$ cat src/rtl/i2c_rs_pkg.sv
package i2c_rs_pkg;

    typedef enum logic [3:0] {
        ST_IDLE,
        ST_DEV,
        ST_DEV_ACK,
        ST_ADDR,
        ST_ADDR_ACK,
        ST_WDATA,
        ST_WDATA_ACK,
        ST_RDATA,
        ST_RACK,
        ST_RDONE,
        ST_SKIP
    } state_t;

endpackage

$ cat src/rtl/i2c_rs_sync.sv
module i2c_rs_sync #(
    parameter int   STAGES  = 2,
    parameter logic RST_VAL = 1'b1
) (
    input  logic clk,
    input  logic rst_n,
    input  logic d_i,
    output logic q_o
);

    logic [STAGES-1:0] pipe;

    always_ff @(posedge clk or negedge rst_n) begin
        if (!rst_n) begin
            pipe <= {STAGES{RST_VAL}};
        end else begin
            pipe <= {pipe[STAGES-2:0], d_i};
        end
    end

    assign q_o = pipe[STAGES-1];

endmodule

$ cat src/rtl/i2c_rs_cond.sv
module i2c_rs_cond (
    input  logic clk,
    input  logic rst_n,
    input  logic scl_s,
    input  logic sda_s,
    output logic scl_rise,
    output logic scl_fall,
    output logic start_det,
    output logic stop_det
);

    logic scl_q;
    logic sda_q;

    always_ff @(posedge clk or negedge rst_n) begin
        if (!rst_n) begin
            scl_q <= 1'b1;
            sda_q <= 1'b1;
        end else begin
            scl_q <= scl_s;
            sda_q <= sda_s;
        end
    end

    assign scl_rise  = scl_s & ~scl_q;
    assign scl_fall  = ~scl_s & scl_q;
    assign start_det = scl_s & scl_q & sda_q & ~sda_s;
    assign stop_det  = scl_s & scl_q & ~sda_q & sda_s;

endmodule

$ cat src/rtl/i2c_rs_fsm.sv
module i2c_rs_fsm
    import i2c_rs_pkg::*;
#(
    parameter int          BYTE_W     = 8,
    parameter int          ADDR_BYTES = 4,
    parameter logic [6:0]  DEV_ADDR   = 7'b0000000,
    localparam int         ADDR_W     = BYTE_W * ADDR_BYTES,
    localparam int         CNT_W      = $clog2(BYTE_W + 1),
    localparam int         ABC_W      = $clog2(ADDR_BYTES + 1)
) (
    input  logic              clk,
    input  logic              rst_n,
    input  logic              sda_s,
    input  logic              scl_rise,
    input  logic              scl_fall,
    input  logic              start_det,
    input  logic              stop_det,
    input  logic              accept_i,
    input  logic [BYTE_W-1:0] rd_data_i,
    output logic              sda_oe_o,
    output logic [ADDR_W-1:0] reg_addr_o,
    output logic              addr_valid_o,
    output logic [BYTE_W-1:0] wr_data_o,
    output logic              data_valid_o,
    output logic              rnw_o,
    output logic              load_o,
    output logic              finish_o,
    output logic              cancel_o
);

    state_t             state;
    state_t             nxt;
    logic [CNT_W-1:0]   bit_cnt;
    logic [BYTE_W-1:0]  sh;
    logic [BYTE_W-1:0]  tx;
    logic [ABC_W-1:0]   abyte;
    logic [ADDR_W-1:0]  addr_acc;
    logic               ack_drv;
    logic               m_ack;

    logic byte_done;
    logic dev_hit;
    logic last_abyte;
    logic early_byte;
    logic finish_zone;
    logic cancel_zone;

    assign byte_done  = (bit_cnt == CNT_W'(BYTE_W));
    assign dev_hit    = (sh[BYTE_W-1:1] == DEV_ADDR);
    assign last_abyte = (abyte == ABC_W'(ADDR_BYTES - 1));
    assign early_byte = (bit_cnt <= CNT_W'(1));

    always_comb begin
        finish_zone = 1'b0;
        cancel_zone = 1'b0;
        unique case (state)
            ST_DEV_ACK:   cancel_zone = ~rnw_o;
            ST_ADDR,
            ST_ADDR_ACK:  cancel_zone = 1'b1;
            ST_WDATA: begin
                finish_zone = early_byte;
                cancel_zone = ~early_byte;
            end
            ST_WDATA_ACK,
            ST_RDATA,
            ST_RACK,
            ST_RDONE:     finish_zone = 1'b1;
            default: begin
                finish_zone = 1'b0;
                cancel_zone = 1'b0;
            end
        endcase
    end

    // State register
    always_ff @(posedge clk or negedge rst_n) begin
        if (!rst_n) begin
            state <= ST_IDLE;
        end else begin
            state <= nxt;
        end
    end

    // Next-state logic
    always_comb begin
        nxt = state;
        if (start_det) begin
            nxt = ST_DEV;
        end else if (stop_det) begin
            nxt = ST_IDLE;
        end else begin
            unique case (state)
                ST_IDLE:      nxt = ST_IDLE;
                ST_DEV:       if (scl_fall && byte_done)
                                  nxt = dev_hit ? ST_DEV_ACK : ST_SKIP;
                ST_DEV_ACK:   if (scl_fall)
                                  nxt = rnw_o ? ST_RDATA : ST_ADDR;
                ST_ADDR:      if (scl_fall && byte_done)
                                  nxt = accept_i ? ST_ADDR_ACK : ST_SKIP;
                ST_ADDR_ACK:  if (scl_fall)
                                  nxt = last_abyte ? ST_WDATA : ST_ADDR;
                ST_WDATA:     if (scl_fall && byte_done)
                                  nxt = accept_i ? ST_WDATA_ACK : ST_SKIP;
                ST_WDATA_ACK: if (scl_fall)
                                  nxt = ST_WDATA;
                ST_RDATA:     if (scl_fall && byte_done)
                                  nxt = ST_RACK;
                ST_RACK:      if (scl_fall)
                                  nxt = m_ack ? ST_RDATA : ST_RDONE;
                ST_RDONE:     nxt = ST_RDONE;
                ST_SKIP:      nxt = ST_SKIP;
                default:      nxt = ST_IDLE;
            endcase
        end
    end

    // Datapath and registered outputs
    always_ff @(posedge clk or negedge rst_n) begin
        if (!rst_n) begin
            bit_cnt      <= '0;
            sh           <= '0;
            tx           <= '0;
            abyte        <= '0;
            addr_acc     <= '0;
            ack_drv      <= 1'b0;
            m_ack        <= 1'b0;
            reg_addr_o   <= '0;
            addr_valid_o <= 1'b0;
            wr_data_o    <= '0;
            data_valid_o <= 1'b0;
            rnw_o        <= 1'b0;
            load_o       <= 1'b0;
            finish_o     <= 1'b0;
            cancel_o     <= 1'b0;
        end else begin
            load_o       <= 1'b0;
            data_valid_o <= 1'b0;
            finish_o     <= 1'b0;
            cancel_o     <= 1'b0;
            if (start_det || stop_det) begin
                finish_o <= finish_zone;
                cancel_o <= cancel_zone;
                bit_cnt  <= '0;
                ack_drv  <= 1'b0;
            end else begin
                unique case (state)
                    ST_DEV: begin
                        if (scl_rise) begin
                            sh      <= {sh[BYTE_W-2:0], sda_s};
                            bit_cnt <= bit_cnt + CNT_W'(1);
                        end else if (scl_fall && byte_done) begin
                            ack_drv <= dev_hit;
                            if (dev_hit) begin
                                rnw_o  <= sh[0];
                                load_o <= sh[0];
                            end
                        end
                    end
                    ST_DEV_ACK: begin
                        if (scl_fall) begin
                            ack_drv <= 1'b0;
                            bit_cnt <= '0;
                            abyte   <= '0;
                            if (rnw_o) begin
                                tx <= rd_data_i;
                            end else begin
                                addr_valid_o <= 1'b0;
                            end
                        end
                    end
                    ST_ADDR: begin
                        if (scl_rise) begin
                            sh      <= {sh[BYTE_W-2:0], sda_s};
                            bit_cnt <= bit_cnt + CNT_W'(1);
                        end else if (scl_fall && byte_done) begin
                            ack_drv  <= accept_i;
                            addr_acc <= {addr_acc[ADDR_W-BYTE_W-1:0], sh};
                            if (accept_i && last_abyte) begin
                                reg_addr_o   <= {addr_acc[ADDR_W-BYTE_W-1:0], sh};
                                addr_valid_o <= 1'b1;
                            end
                        end
                    end
                    ST_ADDR_ACK: begin
                        if (scl_fall) begin
                            ack_drv <= 1'b0;
                            bit_cnt <= '0;
                            abyte   <= abyte + ABC_W'(1);
                        end
                    end
                    ST_WDATA: begin
                        if (scl_rise) begin
                            sh      <= {sh[BYTE_W-2:0], sda_s};
                            bit_cnt <= bit_cnt + CNT_W'(1);
                        end else if (scl_fall && byte_done) begin
                            ack_drv <= accept_i;
                            if (accept_i) begin
                                wr_data_o    <= sh;
                                data_valid_o <= 1'b1;
                            end
                        end
                    end
                    ST_WDATA_ACK: begin
                        if (scl_fall) begin
                            ack_drv <= 1'b0;
                            bit_cnt <= '0;
                        end
                    end
                    ST_RDATA: begin
                        if (scl_rise) begin
                            bit_cnt <= bit_cnt + CNT_W'(1);
                        end else if (scl_fall && !byte_done) begin
                            tx <= {tx[BYTE_W-2:0], 1'b0};
                        end
                    end
                    ST_RACK: begin
                        if (scl_rise) begin
                            m_ack  <= ~sda_s;
                            load_o <= ~sda_s;
                        end else if (scl_fall && m_ack) begin
                            tx      <= rd_data_i;
                            bit_cnt <= '0;
                        end
                    end
                    default: begin
                        ack_drv <= 1'b0;
                    end
                endcase
            end
        end
    end

    // Open-drain drive
    always_comb begin
        unique case (state)
            ST_DEV_ACK,
            ST_ADDR_ACK,
            ST_WDATA_ACK: sda_oe_o = ack_drv;
            ST_RDATA:     sda_oe_o = ~tx[BYTE_W-1];
            default:      sda_oe_o = 1'b0;
        endcase
    end

endmodule

$ cat src/rtl/i2c_regaddr_slave.sv
module i2c_regaddr_slave #(
    parameter int          BYTE_W      = 8,
    parameter int          ADDR_BYTES  = 4,
    parameter int          SYNC_STAGES = 2,
    parameter logic [6:0]  DEV_ADDR    = 7'b0000000,
    localparam int         ADDR_W      = BYTE_W * ADDR_BYTES
) (
    input  logic              clk,
    input  logic              rst_n,
    input  logic              scl_i,
    input  logic              sda_i,
    output logic              sda_oe_o,
    input  logic              accept_i,
    input  logic [BYTE_W-1:0] rd_data_i,
    output logic [ADDR_W-1:0] reg_addr_o,
    output logic              addr_valid_o,
    output logic [BYTE_W-1:0] wr_data_o,
    output logic              data_valid_o,
    output logic              rnw_o,
    output logic              load_o,
    output logic              finish_o,
    output logic              cancel_o
);

    logic scl_s;
    logic sda_s;
    logic scl_rise;
    logic scl_fall;
    logic start_det;
    logic stop_det;

    i2c_rs_sync #(.STAGES(SYNC_STAGES), .RST_VAL(1'b1)) scl_sync_i (
        .clk(clk), .rst_n(rst_n), .d_i(scl_i), .q_o(scl_s)
    );

    i2c_rs_sync #(.STAGES(SYNC_STAGES), .RST_VAL(1'b1)) sda_sync_i (
        .clk(clk), .rst_n(rst_n), .d_i(sda_i), .q_o(sda_s)
    );

    i2c_rs_cond cond_i (
        .clk(clk), .rst_n(rst_n), .scl_s(scl_s), .sda_s(sda_s),
        .scl_rise(scl_rise), .scl_fall(scl_fall),
        .start_det(start_det), .stop_det(stop_det)
    );

    i2c_rs_fsm #(
        .BYTE_W(BYTE_W), .ADDR_BYTES(ADDR_BYTES), .DEV_ADDR(DEV_ADDR)
    ) fsm_i (
        .clk(clk), .rst_n(rst_n), .sda_s(sda_s),
        .scl_rise(scl_rise), .scl_fall(scl_fall),
        .start_det(start_det), .stop_det(stop_det),
        .accept_i(accept_i), .rd_data_i(rd_data_i),
        .sda_oe_o(sda_oe_o), .reg_addr_o(reg_addr_o),
        .addr_valid_o(addr_valid_o), .wr_data_o(wr_data_o),
        .data_valid_o(data_valid_o), .rnw_o(rnw_o), .load_o(load_o),
        .finish_o(finish_o), .cancel_o(cancel_o)
    );

endmodule

$ cat config.mk
export PLATFORM = sky130hd
export DESIGN_NAME = i2c_regaddr_slave
export DESIGN_NICKNAME = d
export VERILOG_FILES = /design/src/rtl/i2c_rs_pkg.sv /design/src/rtl/i2c_rs_sync.sv /design/src/rtl/i2c_rs_cond.sv /design/src/rtl/i2c_rs_fsm.sv /design/src/rtl/i2c_regaddr_slave.sv
export SDC_FILE = /design/constraint.sdc
export NUM_CORES = 1
export LEC_CHECK = 0
export BUFFER_PORTS_ARGS = -buffer_cell sky130_fd_sc_hd__buf_2
export CORE_ASPECT_RATIO = 1.2
export CORE_MARGIN = 1.5
export CORE_UTILIZATION = 25
export CTS_BUF_LIST = sky130_fd_sc_hd__clkbuf_4
export DETAILED_ROUTE_END_ITERATION = 6
export PLACE_DENSITY_LB_ADDON = 0.3
export SLEW_MARGIN = 20
export SYNTH_ARGS = -nofsm -noshare
export SYNTH_HDL_FRONTEND = slang
export SYNTH_SLANG_ARGS = --single-unit
$ cat constraint.sdc
create_clock -name clk -period 1.97 [get_ports clk]
set_input_delay 0.0985 -clock clk [delete_from_list [all_inputs] [get_ports clk]]
set_output_delay 0.0985 -clock clk [all_outputs]
set_load 0.02 [all_outputs]
==> results.txt, run 1 <==
HP Start: rd_data_i[0]
reg-to-reg endpoint: fsm_i.tx[6]
reg2reg setup slack: 0.02 ns
hold path depth: 3
share of cells above drive strength 1: 0.469
htree depth: 3
Register-to-Register Path Depth: 7
vias in the first global route: 3334
clock skew: 0.0274 ns
starting density of the core: 0.254
row cnt: 55
Final Max Slew Viols: 0
slew margin rel.: 0.624
sequential area share after synthesis: 0.555
end of the worst hold path: fsm_i.tx[0]
mean area per synthesized cell: 12.8 um^2
syn nets: 391
die area: 19800 um^2
fmax: 0.514 GHz
post-layout instance area: 5890 um^2
initial drt markers: 164
sw power: 2.23 mW
Max Buffers Root-to-Sink: 2
Post-synth EDFFs: 0
CTS Buf Count: 9
Port Buf Inserts: 59
Clk pwr share: 0.191
Fin. Hold Viols: 0
DIE WIDTH: 129 um
Slowest cell on crit path: dfrtp_1
CP required: 2.34 ns
leak pwr: 2.92 nW
DP Area: 5600 um^2
Die H: 154 um
clk slew on worst S/H paths: 0.20 ns
P_int: 3.81 mW
Tcrit/Tclk final: 0.988
Total Wirelength: 11100 um
worst setup path class: reg -> reg
sequential fraction of design power: 0.447
First-pass DRT Iterations: 4
remaining global-route overflow: 0
Antenna Nets Post-Route: 0
Clock Latency Late Sink: 0.48 ns
most frequent cells in the layout: dfrtp_1, mux2_2, buf_2
CTS Sinks: 105
R2R Path Start: fsm_i.bit_cnt[1]
YS warnings: 0
delay-heaviest family, CP: simple AND/OR/NAND/NOR gates
CP arrival: 2.31 ns
Cell Pwr Density: 1030 nW/um^2
post-synthesis async set-or-reset flop share: 1.00
vias per cell: 4.49
Logic pwr share: 0.362
final setup fails: 0
I/O pins: 60
Sw Share: 0.369
post-detail-place hpwl: 8000 um
Netlist cell types: 58
Final Wtd Congestion: 0.840
worst-path cell chain: inv_2 -> ha_1 -> nand3b_1 -> or2_2 -> a21o_1 -> nand3_4 -> mux2_4
Worst Setup End Kind: flop
initial antenna violation count: 1
largest net degree at the start of global routing: 57
Synth Cell Area: 4750 um^2
clk root buf: clkbuf_4
Core ar.: 18700 um^2
max incr delay on CP: 0.43 ns
max-cap violations: 0
Hold Path Class: in -> reg
FF+latch count, synth: 105
GRT Overall Usage: 0.118
status: completed
commonest non-fill, non-tap cell in the layout: dfrtp_1
Worst Tran Pin Value: 0.563 ns
min Tclk post-route: 1.95 ns
crit path launch type: flop
worst path bufs/invs: 1
first-pass GRT wire length: 18200 um
Synth Instances: 372
Main synth FF type: dfrtp_1
RSZ-0062 raised after global routing: yes
CTS tree: yes
Power Total: 6.05 mW
critical path fanouts, max: 8
drt drc: 0
routed len/inst: 15.2 um
Final Net Count: 492
vias: 3299
Layout area overhead: 24.0%
maximum vdd ir drop: 319 uV
WP depth: 7
## per-stage QoR
stage | util | TNS, ns | instances | worst slack, ns | hold slack, ns
2_1_floorplan | - | 0 | 372 | 0.0325 | -0.197
3_3_place_gp | 0.299 | 0 | 706 | 0.0507 | 0.118
3_5_place_dp | 0.299 | -0.110 | 706 | -0.0357 | 0.136
4_1_cts | 0.313 | 0 | 732 | 0.00310 | 0.0114
5_1_grt | 0.315 | -0.0203 | 735 | -0.00801 | 0.0214
6_report | 0.315 | 0 | 735 | 0.0241 | 0.0326
## layout make-up
class | instances | area, um^2
clock buffer | 9 | 67.6
fill | 1955 | 12800
multi-input combinational | 241 | 2000
inverter | 8 | 30.0
antenna | 1 | 2.50
clock inverter | 7 | 80.1
tap | 256 | 320
sequential | 105 | 2640
timing repair buffer | 108 | 748
## worst max path at each step
stage	start	endpoint	slack, ns
after global routing	fsm_i.bit_cnt[1]	fsm_i.tx[5]	-0.008
after CTS	fsm_i.state[0]	sda_oe_o	0.003
final	fsm_i.bit_cnt[1]	fsm_i.tx[6]	0.02
after detailed placement	fsm_i.state[2]	fsm_i.tx[4]	-0.04
after floorplan	fsm_i.bit_cnt[0]	fsm_i.reg_addr_o[10]	0.03
after global placement	fsm_i.state[2]	fsm_i.tx[3]	0.05
## synth_stat cells (2+ instances only)
| master | count | share of area |
|---|---|---|
| dfstp_2 | 6 | 0.033 |
| or3_1 | 2 | 0.0026 |
| o21ai_0 | 18 | 0.019 |
| buf_2 | 13 | 0.014 |
| nor3_1 | 4 | 0.0042 |
| nor2b_1 | 7 | 0.0092 |
| dfrtp_1 | 99 | 0.52 |
| and3_1 | 3 | 0.0040 |
| a21o_1 | 4 | 0.0063 |
| nand3_1 | 7 | 0.0074 |
| ha_1 | 6 | 0.016 |
| inv_1 | 8 | 0.0063 |
| o21bai_1 | 3 | 0.0047 |
| a21oi_1 | 7 | 0.0074 |
| xor2_1 | 2 | 0.0037 |
| mux2_2 | 79 | 0.19 |
| mux2i_1 | 2 | 0.0042 |
| o32ai_1 | 2 | 0.0037 |
| o211ai_1 | 2 | 0.0032 |
| o21a_1 | 3 | 0.0047 |
| a31oi_1 | 3 | 0.0040 |
| nor4_1 | 2 | 0.0026 |
| buf_1 | 2 | 0.0016 |
| nand4_1 | 3 | 0.0040 |
| a221oi_1 | 2 | 0.0037 |
| nand2b_1 | 8 | 0.011 |
| nor2_1 | 18 | 0.014 |
| nand2_1 | 21 | 0.017 |
| mux2_4 | 7 | 0.022 |
## kinds of logic after synthesis
logic type / Yosys count / synth area share
xor gates and xnor gates: 2 / 0.00369
adders and majority gates: 6 / 0.0158
muxes: 88 / 0.214
AOI/OAI and AO/OA: 59 / 0.0872
buffers and inverters: 26 / 0.0264
and+or+nand+nor: 86 / 0.0983
DFF: 105 / 0.555
## power by group through the flow
stage	registers, mW	clock network (mW)	logic, mW
2_1_floorplan	2.64	0	1.44
3_3_place_gp	2.74	0	2.07
3_5_place_dp	2.75	0	2.11
4_1_cts	2.71	1.20	2.14
5_1_grt	2.76	1.29	2.40
6_report	2.70	1.15	2.19
## flip-flops by register name, summed over array words and instances (netlist names)
signal and count:
sda_sync_i.pipe 2, fsm_i.reg_addr_o 32, scl_sync_i.pipe 2, fsm_i.cancel_o 1, fsm_i.abyte 3, fsm_i.data_valid_o 1, fsm_i.tx 8, fsm_i.ack_drv 1
fsm_i.sh 8, fsm_i.wr_data_o 8, fsm_i.addr_valid_o 1, cond_i.sda_q 1, fsm_i.load_o 1, fsm_i.state 4, fsm_i.finish_o 1, fsm_i.addr_acc 24
fsm_i.bit_cnt 4, fsm_i.m_ack 1, fsm_i.rnw_o 1, cond_i.scl_q 1
## layer usage
metal / up-vias / part of all wire / wire length [um] / global-route usage
met4: 0 / 0.019 / 208 / 0.0444
li1: 1546 / - / - / -
met3: 12 / 0.038 / 423 / 0.0299
met5: - / 0 / 0 / 0
met2: 76 / 0.49 / 5490 / 0.192
met1: 1665 / 0.45 / 5020 / 0.149
## repair_timing
item	4_1_cts	5_1_grt
gates cloned	0	0
pin swaps	0	1
endpoints found under the setup margin	15	35
gates resized for setup	3	10
endpoints found under the hold margin	48	0
setup buffers	0	2
hold buffers	10	0
## tightest hold or removal path, stage by stage
cell	delay, ns
buf_2	0.09
and3_1	0.13
a32o_1	0.15
Note: power is estimated with default switching activity, not from simulation.
==> run 2: changes to the inputs <==
- clock period: 1.97 -> 2.5 ns (I/O delays scaled with it)
==> run 2 against run 1 <==
Effect of this change:
- sequential power decreased by 19%
- via count decreased by 3.2%
- combinational power decreased by 36%
- core utilization decreased by 1.1 points
- global-route usage decreased by 0.44 points
- largest cell class unchanged
- largest power group unchanged
==> results.txt, run 2 (same netlist as run 1, synthesis figures left out) <==
max-cap violations: 0
CTS Sinks: 105
CTS tree: yes
clk root buf: clkbuf_4
largest net degree at the start of global routing: 52
hold_buf cts: 10
Worst Setup End Kind: flop
sequential fraction of design power: 0.485
critical path fanouts, max: 19
DP Area: 5420 um^2
die area: 19800 um^2
fmax: 0.449 GHz
drt drc: 0
clock skew: 0.0336 ns
vias: 3192
first-pass GRT wire length: 17800 um
Power Total: 4.51 mW
most flop-heavy register: fsm_i.reg_addr_o
filler instances: 1971
area occupied by multi-input gates: 1990 um^2
post-route setup TNS: 0 ns
sw power: 1.67 mW
Resize count post-CTS: 0
P_int: 2.83 mW
Clock Latency Late Sink: 0.49 ns
vias in the first global route: 3325
biggest regs: fsm_i.reg_addr_o (32), fsm_i.addr_acc (24)
Port Buf Inserts: 59
initial antenna violation count: 1
Antenna Nets Post-Route: 0
status: completed
routed len/inst: 14.6 um
clk slew on worst S/H paths: 0.18 ns
vias per cell: 4.49
Final Net Count: 468
Logic pwr share: 0.314
row cnt: 55
share of cells above drive strength 1: 0.423
Hold Path Class: in -> reg
Total Wirelength: 10400 um
I/O pins: 60
Register-to-Register Path Depth: 4
Cell Pwr Density: 793 nW/um^2
most frequent cells in the layout: dfrtp_1, mux2_2, buf_2
Die H: 154 um
slew margin rel.: 0.558
leak pwr: 2.80 nW
crit path launch type: flop
min Tclk post-route: 2.23 ns
max reg flops: 32
worst setup path class: reg -> reg
initial drt markers: 187
reg2reg setup slack: 0.27 ns
CTS Buf Count: 9
htree depth: 3
setup bufs post-CTS: 0
DIE WIDTH: 129 um
Final Max Slew Viols: 0
commonest non-fill, non-tap cell in the layout: dfrtp_1
final setup fails: 0
Clk pwr share: 0.202
remaining global-route overflow: 0
Worst Tran Pin Value: 0.663 ns
GRT Overall Usage: 0.114
maximum vdd ir drop: 310 uV
hold path depth: 3
RSZ-0062 raised after global routing: no
starting density of the core: 0.254
Layout area overhead: 19.7%
First-pass DRT Iterations: 4
storage element area: 2640 um^2
Final Wtd Congestion: 0.847
Final Core Density: 0.304
post-detail-place hpwl: 7490 um
Tcrit/Tclk final: 0.891
Core ar.: 18700 um^2
CP required: 2.87 ns
CP arrival: 2.60 ns
post-layout instance area: 5680 um^2
Fin. Hold Viols: 0
Max Buffers Root-to-Sink: 2
Sw Share: 0.371
==> run 2: cell types whose count changed in the layout (fill, tap and decap cells not counted), sizes merged <==
cell and change:
buf -23, inv -1, clkinvlp -1, clkinv +2, clkbuf -1
==> run 2: worst max-delay path, cell delays in order (launching register included) <==
cell	delay, ns
dfrtp_1	0.76
nor2b_1	0.36
nand3_1	0.35
mux2_2	0.39
mux2_4	0.26
==> run 2: metrics by stage <==
step           worst slack, ns  std cells  hold WS [ns]
3_5_place_dp             0.302        684         0.205
5_1_grt                  0.120        711        0.0638
6_report                 0.274        711        0.0549
3_3_place_gp             0.309        684         0.194
2_1_floorplan            0.562        372        -0.171
4_1_cts                  0.268        710        0.0261
==> run 2: routing by layer <==
metal | GRT usage | wire length (um) | vias to the layer above | part of all wire
li1 | - | - | 1498 | -
met1 | 0.147 | 4770 | 1625 | 0.46
met2 | 0.188 | 5150 | 56 | 0.50
met3 | 0.0195 | 315 | 13 | 0.030
met4 | 0.0433 | 169 | 0 | 0.016
met5 | 0 | 0 | - | 0
==> run 2: final timing paths <==
path                               startpoint                 end
setup reg to reg               fsm_i.state[2]         fsm_i.tx[3]
min in group asynchronous               rst_n      fsm_i.state[2]
setup / recovery               fsm_i.state[2]         fsm_i.tx[3]
max in group asynchronous               rst_n        cond_i.scl_q
hold reg to reg            scl_sync_i.pipe[0]  scl_sync_i.pipe[1]
hold / removal                   rd_data_i[0]         fsm_i.tx[0]
==> run 2: final cells by class <==
type,instances,area share
multi-input cells,241,0.350
repair buffers,84,0.0964
clock buffers,9,0.0119
clock inverters,7,0.0161
diodes,1,0.000440
flip-flops and latches,105,0.464
well taps,256,0.0564
inverters,8,0.00528
==> run 2: power by group through the flow <==
stage | registers [mW] | logic [mW] | clock network (mW)
global route | 2.23 | 1.58 | 1.01
global placement | 2.21 | 1.40 | 0
detailed placement | 2.22 | 1.41 | 0
floorplan | 2.08 | 1.13 | 0
finish | 2.18 | 1.41 | 0.910
CTS | 2.19 | 1.43 | 0.964
==> run 3: changes to the inputs <==
- PLACE_DENSITY_LB_ADDON: 0.3 -> 0.12
- SETUP_SLACK_MARGIN: default -> 0.3
==> run 3 against run 2 <==
Effect of this change:
- sequential power about the same
- first-iteration DRC count decreased by 26%
- clock skew decreased by 0.012 ns
- setup slack improved by 0.12 ns
- critical endpoint is now fsm_i.reg_addr_o[30]
==> results.txt, run 3 (same netlist as run 1, synthesis figures left out) <==
vias per cell: 4.44
CP arrival: 2.46 ns
Tcrit/Tclk final: 0.841
Final Net Count: 473
fmax: 0.475 GHz
Layout area overhead: 21.0%
Final Max Slew Viols: 0
min Tclk post-route: 2.10 ns
vias in the first global route: 3229
Worst Setup End Kind: flop
pre-CTS setup slack: 0.373 ns
Max Buffers Root-to-Sink: 2
routed len/inst: 15.5 um
RSZ-0062 raised after global routing: no
clk root buf: clkbuf_4
hold slack: 0.165 ns
starting density of the core: 0.254
max reg flops: 32
DIE WIDTH: 129 um
die area: 19800 um^2
post-route setup TNS: 0 ns
R2R Path Start: fsm_i.bit_cnt[0]
largest net degree at the start of global routing: 53
worst setup path class: reg -> reg
reg2reg setup slack: 0.40 ns
Final Non-Filler Cells: 715
Fin. Hold Viols: 0
Final Core Density: 0.307
leak pwr: 2.83 nW
max-cap violations: 0
GRT Overall Usage: 0.118
htree depth: 3
post-detail-place hpwl: 7580 um
Hold Path Class: in -> reg
I/O pins: 60
CP required: 2.86 ns
filler instances: 1950
biggest regs: fsm_i.reg_addr_o (32), fsm_i.addr_acc (24)
Clock Latency Late Sink: 0.47 ns
crit path launch type: flop
Cell Pwr Density: 807 nW/um^2
status: completed
drt drc: 0
slew margin rel.: 0.508
Die H: 154 um
Critical path origin: fsm_i.bit_cnt[0]
first-pass GRT wire length: 18100 um
final setup margin: 0.396 ns
most frequent cells in the layout: dfrtp_1, mux2_2, buf_2
CTS Buf Count: 9
CTS Sinks: 105
First-pass DRT Iterations: 4
clock skew: 0.0214 ns
vias: 3175
CTS tree: yes
remaining global-route overflow: 0
final setup fails: 0
Worst Tran Pin Value: 0.739 ns
critical path fanouts, max: 11
Final Wtd Congestion: 0.859
CP Capture Point: fsm_i.reg_addr_o[30]
clk slew on worst S/H paths: 0.16 ns
Post-Place Cells: 687
initial antenna violation count: 1
share of cells above drive strength 1: 0.432
maximum vdd ir drop: 249 uV
Core ar.: 18700 um^2
most flop-heavy register: fsm_i.reg_addr_o
reg-to-reg endpoint: fsm_i.reg_addr_o[30]
initial drt markers: 138
Antenna Nets Post-Route: 0
Total Wirelength: 11100 um
commonest non-fill, non-tap cell in the layout: dfrtp_1
Port Buf Inserts: 59
row cnt: 55
Register-to-Register Path Depth: 7
-- run 3: cell count changes in the layout (fill, tap and decap cells not counted), sizes merged --
cell / before / now
buf: 74 / 78
bufinv: 0 / 2
clkbuf: 9 / 10
clkinv: 4 / 1
dlygate4sd3: 10 / 11
inv: 11 / 10
-- run 3: layout make-up --
cell class                 instances  area (um^2)  share of cell area
antenna                            1         2.50            0.000436
clock buffer                      10         75.1              0.0131
clock inverter                     5         88.8              0.0155
inverter                           8         30.0             0.00523
multi-input combinational        241         1990               0.347
sequential                       105         2640               0.459
tap                              256          320              0.0557
timing repair buffer              89          601               0.105
-- run 3: report_power, final --
group | leakage (nW) | internal, mW | switching [mW] | total, mW
logic | 1.34 | 0.696 | 0.748 | 1.44
registers | 1.41 | 1.91 | 0.265 | 2.17
clock network | 0.0890 | 0.425 | 0.596 | 1.02
total | 2.83 | 3.03 | 1.61 | 4.64
-- run 3: how the worst min path moves through the flow --
stage	startpoint	to	slack, ns	depth (start not counted)
5_1_grt	accept_i	fsm_i.state[2]	0.16	5
3_3_place_gp	scl_i	scl_sync_i.pipe[0]	0.23	1
6_report	accept_i	fsm_i.state[2]	0.16	5
4_1_cts	accept_i	fsm_i.state[2]	0.11	5
2_1_floorplan	rst_n	fsm_i.abyte[0]	-0.17	0
3_5_place_dp	sda_i	sda_sync_i.pipe[0]	0.23	1
-- run 3: critical path, stage by stage, from the launching register on --
cell and delay [ns]:
dfrtp_1 0.46, inv_1 0.10, ha_1 0.15, nand3b_1 0.22, nor2_2 0.22, and4_2 0.29
buf_4 0.21, mux2_2 0.34
-- run 3: timing repair --
item	4_1_cts	5_1_grt
setup endpoints to repair	0	37
setup buffers	0	1
hold buffers	11	0
resized for setup	0	3
endpoints found under the hold margin	54	0
-- run 3: routing by layer --
metal  global-route usage  routed length (um)  vias up  share of wire
met4               0.0514                 193        0          0.017
met1                0.166                5460     1587           0.49
met3               0.0198                 365       11          0.033
met5                    0                   0        -              0
li1                     -                   -     1498              -
met2                0.178                5080       79           0.46
-- run 3: stage by stage --
stage                     total power [mW]  cell area [um^2]
after global placement                3.63              5460
final                                 4.64              5750
after floorplan                       3.21              4750
after CTS                             4.71              5730
after detailed placement              3.64              5460
after global routing                  4.96              5750
